**src/rtl/vram_cycle_decoder.sv**
```systemverilog
module vram_cycle_decoder #(
  parameter int ADDR_W = 9,
  parameter int DATA_W = 4
) (
  input  logic              clk,
  input  logic              rst_n,
  input  logic              ras_n,
  input  logic              cas_n,
  input  logic              dtoe_n,
  input  logic              we_n,
  input  logic              se_n,
  input  logic [ADDR_W-1:0] addr,
  input  logic [DATA_W-1:0] dq,
  output logic [2:0]        cycle_type,
  output logic [ADDR_W-1:0] row_addr,
  output logic [ADDR_W-1:0] col_addr,
  output logic [DATA_W-1:0] wmask,
  output logic              col_stb,
  output logic              rd_stb,
  output logic              wr_stb,
  output logic              oe,
  output logic              xfer_stb,
  output logic [ADDR_W-1:0] sam_start
);
  localparam logic [2:0] CT_IDLE = 3'd0;
  localparam logic [2:0] CT_REF  = 3'd1;
  localparam logic [2:0] CT_WRX  = 3'd2;
  localparam logic [2:0] CT_PSX  = 3'd3;
  localparam logic [2:0] CT_RDX  = 3'd4;
  localparam logic [2:0] CT_MRW  = 3'd5;
  localparam logic [2:0] CT_NRW  = 3'd6;

  localparam int PW = 5 + ADDR_W + DATA_W;
  localparam logic [PW-1:0] PIN_RST = {5'b11111, {(ADDR_W + DATA_W){1'b0}}};

  logic [PW-1:0] s1, s2;
  logic ras_q, cas_q;
  logic s_ras, s_cas, s_dt, s_we, s_se;
  logic [ADDR_W-1:0] s_addr;
  logic [DATA_W-1:0] s_dq;
  logic [2:0] dec;

  assign {s_ras, s_cas, s_dt, s_we, s_se} = s2[PW-1 -: 5];
  assign s_addr = s2[DATA_W +: ADDR_W];
  assign s_dq   = s2[DATA_W-1:0];

  wire active   = cycle_type != CT_IDLE;
  wire rw_cyc   = (cycle_type == CT_MRW) || (cycle_type == CT_NRW);
  wire xfer_cyc = (cycle_type == CT_WRX) || (cycle_type == CT_PSX) || (cycle_type == CT_RDX);
  wire ras_fall = ras_q & ~s_ras;
  wire ras_rise = ~ras_q & s_ras;
  wire cas_fall = cas_q & ~s_cas & ~s_ras & active;

  always_comb begin
    if (!s_cas)     dec = CT_REF;
    else if (!s_dt) dec = s_we ? CT_RDX : (s_se ? CT_PSX : CT_WRX);
    else            dec = s_we ? CT_NRW : CT_MRW;
  end

  always_ff @(posedge clk or negedge rst_n) begin
    if (!rst_n) begin
      s1    <= PIN_RST;
      s2    <= PIN_RST;
      ras_q <= 1'b1;
      cas_q <= 1'b1;
    end else begin
      s1    <= {ras_n, cas_n, dtoe_n, we_n, se_n, addr, dq};
      s2    <= s1;
      ras_q <= s_ras;
      cas_q <= s_cas;
    end
  end

  always_ff @(posedge clk or negedge rst_n) begin
    if (!rst_n) begin
      cycle_type <= CT_IDLE;
      row_addr   <= '0;
      wmask      <= '1;
    end else if (ras_fall) begin
      cycle_type <= dec;
      row_addr   <= s_addr;
      wmask      <= (dec == CT_MRW) ? s_dq : '1;
    end else if (ras_rise) begin
      cycle_type <= CT_IDLE;
    end
  end

  always_ff @(posedge clk or negedge rst_n) begin
    if (!rst_n) begin
      col_addr  <= '0;
      sam_start <= '0;
      col_stb   <= 1'b0;
      rd_stb    <= 1'b0;
      wr_stb    <= 1'b0;
      xfer_stb  <= 1'b0;
      oe        <= 1'b0;
    end else begin
      col_stb  <= cas_fall;
      rd_stb   <= cas_fall & rw_cyc & s_we;
      wr_stb   <= cas_fall & rw_cyc & ~s_we;
      xfer_stb <= cas_fall & xfer_cyc;
      oe       <= rw_cyc & ~s_ras & ~s_cas & ~s_dt;
      if (cas_fall) col_addr <= s_addr;
      if (cas_fall && xfer_cyc) sam_start <= s_addr;
    end
  end
endmodule

```
**config.mk**
```make
export PLATFORM = sky130hd
export DESIGN_NAME = vram_cycle_decoder
export DESIGN_NICKNAME = d
export VERILOG_FILES = /design/src/rtl/vram_cycle_decoder.sv
export SDC_FILE = /design/constraint.sdc
export NUM_CORES = 1
export LEC_CHECK = 0
export BUFFER_PORTS_ARGS = -buffer_cell sky130_fd_sc_hd__buf_2
export CAP_MARGIN = 15
export CORE_MARGIN = 2
export CORE_UTILIZATION = 40
export CTS_BUF_LIST = sky130_fd_sc_hd__clkbuf_2 sky130_fd_sc_hd__clkbuf_4 sky130_fd_sc_hd__clkbuf_8
export CTS_CLUSTER_SIZE = 40
export DETAILED_ROUTE_END_ITERATION = 6
export REMOVE_ABC_BUFFERS = 1
export SETUP_SLACK_MARGIN = 0.2
export SLEW_MARGIN = 10
export SYNTH_ARGS = -nofsm -noshare
export SYNTH_HDL_FRONTEND = slang
export SYNTH_SLANG_ARGS = --single-unit
export TNS_END_PERCENT = 50
```
**constraint.sdc**
```tcl
create_clock -name clk -period 3.05 [get_ports clk]
set_clock_uncertainty 0.05 [all_clocks]
set_input_delay 0.915 -clock clk [delete_from_list [all_inputs] [get_ports clk]]
set_output_delay 0.915 -clock clk [all_outputs]
set_load 0.01 [all_outputs]
```
# == After elaboration in Yosys (flattened, before gate mapping) ==
# Index checks and enable logic that the tools add are counted.
# classes
n_eq_ne,6
mux,8
reduce_logical,6
n_bitwise,17
# op_table
cell,count
$mux W3,5
$and A1 B1 Y1,12
$eq A3 B3 Y1 const B,4
$eq A3 B2 Y1 const B,2
$not A1 Y1,5
$mux W4,1
$logic_or A1 B1 Y1,3
$reduce_bool A3 Y1,1
$mux W2,1
$reduce_bool A2 Y1,1
$logic_and A1 B1 Y1,1
$mux W1,1
# totals
regBits,77
output_inout_bits,39
wordCells,51
inputBits,20

# == Depth between registers and ports, before layout ==
# logic_depth
depth_word,6
mapped_depth,6
ltp_nobuf,5

# == Worst setup path after synthesis ==
# No wires, ideal clock.
# synth_timing
path_kind,flip-flop to flip-flop
startpoint,register s2[17]
endpoint,register row_addr[7]
stages_incl_launch_ff,6
n_path_buf,2
path_slack_ns,1.506
setup_time_ns,0.125
period_less_slack_ns,1.544
t_required_ns,2.875
arrival_time_ns,1.369
cell_sequence,dfstp_2 inv_1 ha_1 buf_2 buf_2 mux2_2
# synth_via
elab_chain_cells,2
# synth_rtl
item,line_no,text
from (decl),36,"logic [PW-1:0] s1, s2;"
from (signal assigned),63,s2 <= PIN_RST;
from (signal assigned),68,s2 <= s1;
$not A1 Y1,50,wire ras_fall = ras_q & ~s_ras;
$and A1 B1 Y1,50,
net ras_fall,50,
to (signal assigned),81,row_addr <= s_addr;
to (decl),15,"output logic [ADDR_W-1:0] row_addr,"
# The timed path passes the listed nets, and every way through them passes these cells.
# A chain may end at the register's enable or synchronous reset.

# == Final worst setup path ==
# layout_timing
startpoint,register wmask[3]
endpoint,output wmask[3]
# layout_lines
item,line_no,text
from (decl),17,"output logic [DATA_W-1:0] wmask,"
from (signal assigned),82,wmask <= (dec == CT_MRW) ? s_dq : '1;
# No word-level cell between the ends.

==> summary.md <==
| Metric | Value |
|---|---|
| Outcome | `finished clean` |
| CP Class | `reg2out` |
| Initial Util | `0.4188` |
| Slowest cell on the critical path | `dfstp_2` |
| Critical path cell sequence | `buf_2` |
| Gr ovfl total | `0` |
| Hold Path End | `s2[9]` |
| Largest family of logic cells by synthesized area | `multiplexers` |
| Multiplexer share of the synthesized area | `0.1249` |
| Worst path max stage delay | `0.54 ns` |
| Largest net degree at the start of global routing | `78` |
| Setup TNS | `0 ns` |
| Final period utilization | `0.6446` |
| Post-CTS sizing | `0` |
| Area grow syn2layout | `23.15%` |
| Synth Area in Simple Gates | `0.03768` |
| Sequential area share after synthesis | `0.7714` |
| Vias in the first global route | `1,304` |
| Top cells by area, synth | `dfrtp_1 (60%), dfstp_2 (17%), mux2_2 (12%)` |
| GR Util met1 | `0.1669` |
| Leading area contributor after synthesis | `dfrtp_1` |
| Cell Area, Synth | `0.002524 sq mm` |
| Seq cells post-synth | `77` |
| Ys Warns | `0` |
| Synth Instances | `146` |
| Startpoint Class | `flip-flop` |
| Max transition margin | `0.3749` |
| Slew Viols, Final | `0` |
| Setup bufs post-CTS | `0` |
| Design area | `0.003108 sq mm` |
| DR vias/cell | `4.445` |
| Antenna violations before repair | `0` |
| Most frequent cells in the layout | `dfrtp_1 (61), buf_2 (57), mux2_2 (28)` |
| Fillers | `540` |
| Die area | `0.006961 sq mm` |
| GR Layer Usage met3 | `0.03877` |
| Unrepaired setup endpoints after global routing | `false` |
| Die H | `83.43 um` |
| HPWL Detailed | `2567 um` |
| Final WS setup | `1.084 ns` |
| Detailed Route WL | `4114 um` |
| Distinct cells, synth | `22` |
| Largest fanout on the critical path | `2` |
| Die Wd | `83.43 um` |
| Final min period | `1.966 ns` |
| GRT Util Overall | `0.1306` |
| Max clock buf depth | `2` |
| ANT cells | `0` |
| Tot Pwr | `0.002390 W` |
| Hold crit path type | `reg2reg` |
| Clk Latency, worst-skew pair | `0.34 ns` |
| Adder-cell share of the synthesized area | `0.009916` |
| Grt met2 use | `0.1921` |
| Worst Hold Path Cells | `0` |
| Tightest Pin Transition | `0.9376 ns` |
| Leakage | `1.518 nW` |
| Final Hold Vio Count | `0` |
| DRT Pass-1 Iters | `4` |
| Clock tree root buffer cell | `clkbuf_8` |
| Reg2reg path depth | `2` |
| Commonest non-fill, non-tap cell in the layout | `dfrtp_1` |
| Final GP Congestion | `0.7121` |
| TritonCTS Sinks | `77` |
| Compound-gate portion of the synthesized area | `0.03223` |
| Nets | `234` |
| Core Box Area | `0.006026 sq mm` |
| Max Clock Freq | `0.5087 GHz` |
| IO Port Bufs | `58` |
| CP endpoint kind | `output port` |
| H-tree depth | `3` |
| CP delay by family, top | `flip-flops` |
| FF-to-FF Start | `ras_q` |
| Internal reg-to-reg setup slack | `1.27 ns` |
| Xor/xnor share of the synthesized area | `0.003471` |
| Global-route wire length before repair | `6775 um` |
| Initial DRC count | `85` |
| Layout cells sized above 1 | `0.5622` |
| CP Data Arrival Time | `1.00 ns` |
| Max Cap Viol | `0` |
| Clk slew on worst S/H paths | `0.08 ns` |
| Hold Buf Count CTS | `0` |
| Area share of the largest cell type after synthesis | `0.6049` |
| CTS Buf Count | `9` |
| Avg Inst Size Synth | `17.29 sq um` |
| Pwr Density | `769.1 mW/mm^2` |
| Most used routing layer | `met2` |
| Via count | `1,298` |
| Multi-input gate area in the final layout | `525.5 sq um` |
| Drt wl/cell | `14.09 um` |
| Final-report setup violation count | `0` |
| Placed Instance Area | `0.002889 sq mm` |
| Worst path bufs/invs | `1` |
| Worst r2r dst | `row_addr[4]` |
| Min-delay src | `s1[9]` |
| Crit path required time | `2.08 ns` |
| Post-place setup slack | `1.265 ns` |
| Max IR drop VDD | `436.7 uV` |
| Drt drc | `0` |
| Reg area | `0.001947 sq mm` |
| Num ports | `59` |
| Final ANT Viol Nets | `0` |
| Row count | `28` |
| CTS tree | `built` |
per-layer routing:
metal / wire (um) / vias to the layer above
li1: - / 629
met1: 1906 / 627
met2: 1900 / 35
met3: 207 / 7
met4: 99 / 0
met5: 0 / -
area by class of cell:
type                            instances  share of cell area
Clock buffer                           10             0.04227
Clock inverter                          6             0.02818
Inverter                                8            0.009662
Multi-Input combinational cell         58              0.1691
Sequential cell                        77              0.6264
Tap cell                               75             0.03019
Timing Repair Buffer                   58             0.09420
report_power, final:
| group | total [W] | switching, W | internal, W |
|---|---|---|---|
| Combinational | 0.000331 | 0.000160 | 0.000171 |
| Sequential | 0.00123 | 0.0000681 | 0.00116 |
| Clock | 0.000827 | 0.000357 | 0.000470 |
| Total | 0.00239 | 0.000585 | 0.00181 |
cell families after synthesis:
family                   after synthesis
flip-flops                            77
multiplexers                          28
AND/OR/NAND/NOR                       17
buffers and inverters                 11
AO/OA/AOI/OAI                         10
adder cells (fa/ha/maj)                2
XOR/XNOR                               1
worst max-delay path by stage:
stage | end | cells past startpoint | startpoint | slack, ns
6_report | wmask[3] | 1 | wmask[3] | 1.08
5_1_grt | wmask[2] | 1 | wmask[2] | 1.05
4_1_cts | wmask[3] | 1 | wmask[3] | 1.06
3_5_place_dp | sam_start[2] | 1 | rst_n | 1.26
3_3_place_gp | s2[6] | 1 | rst_n | 1.28
2_1_floorplan | cycle_type[0] | 4 | s2[17] | 1.47
state kept, by name, indices dropped and copies added, names as in the netlist:
name	cells
s1	18
s2	18
col_addr	9
row_addr	9
sam_start	9
wmask	4
cycle_type	3
cas_q	1
col_stb	1
oe	1
ras_q	1
rd_stb	1
wr_stb	1
xfer_stb	1
cell usage after synthesis:
cell / n
nor3b_4: 1
nor4_1: 1
nand3_1: 1
o21ai_4: 1
xor2_1: 1
nor2_1: 6
mux2_2: 28
ha_1: 2
o31ai_1: 2
inv_1: 8
o31a_2: 1
buf_6: 1
nand2_1: 5
o21bai_1: 1
dfrtp_1: 61
a31oi_1: 4
nor3b_2: 1
a21boi_0: 1
buf_2: 2
dfstp_2: 16
nor2b_1: 1
nor3_1: 1
through the flow:
stage | std cells | hold WS [ns] | utilization
final | 292 | 0.2946 | 0.5158
after global routing | 292 | 0.3076 | 0.5158
after CTS | 292 | 0.3013 | 0.5158
after detailed placement | 276 | 0.2847 | 0.4794
after global placement | 276 | 0.2823 | 0.4794
after floorplan | 143 | 0.2812 | -
Power figures use the tool's default switching activity.
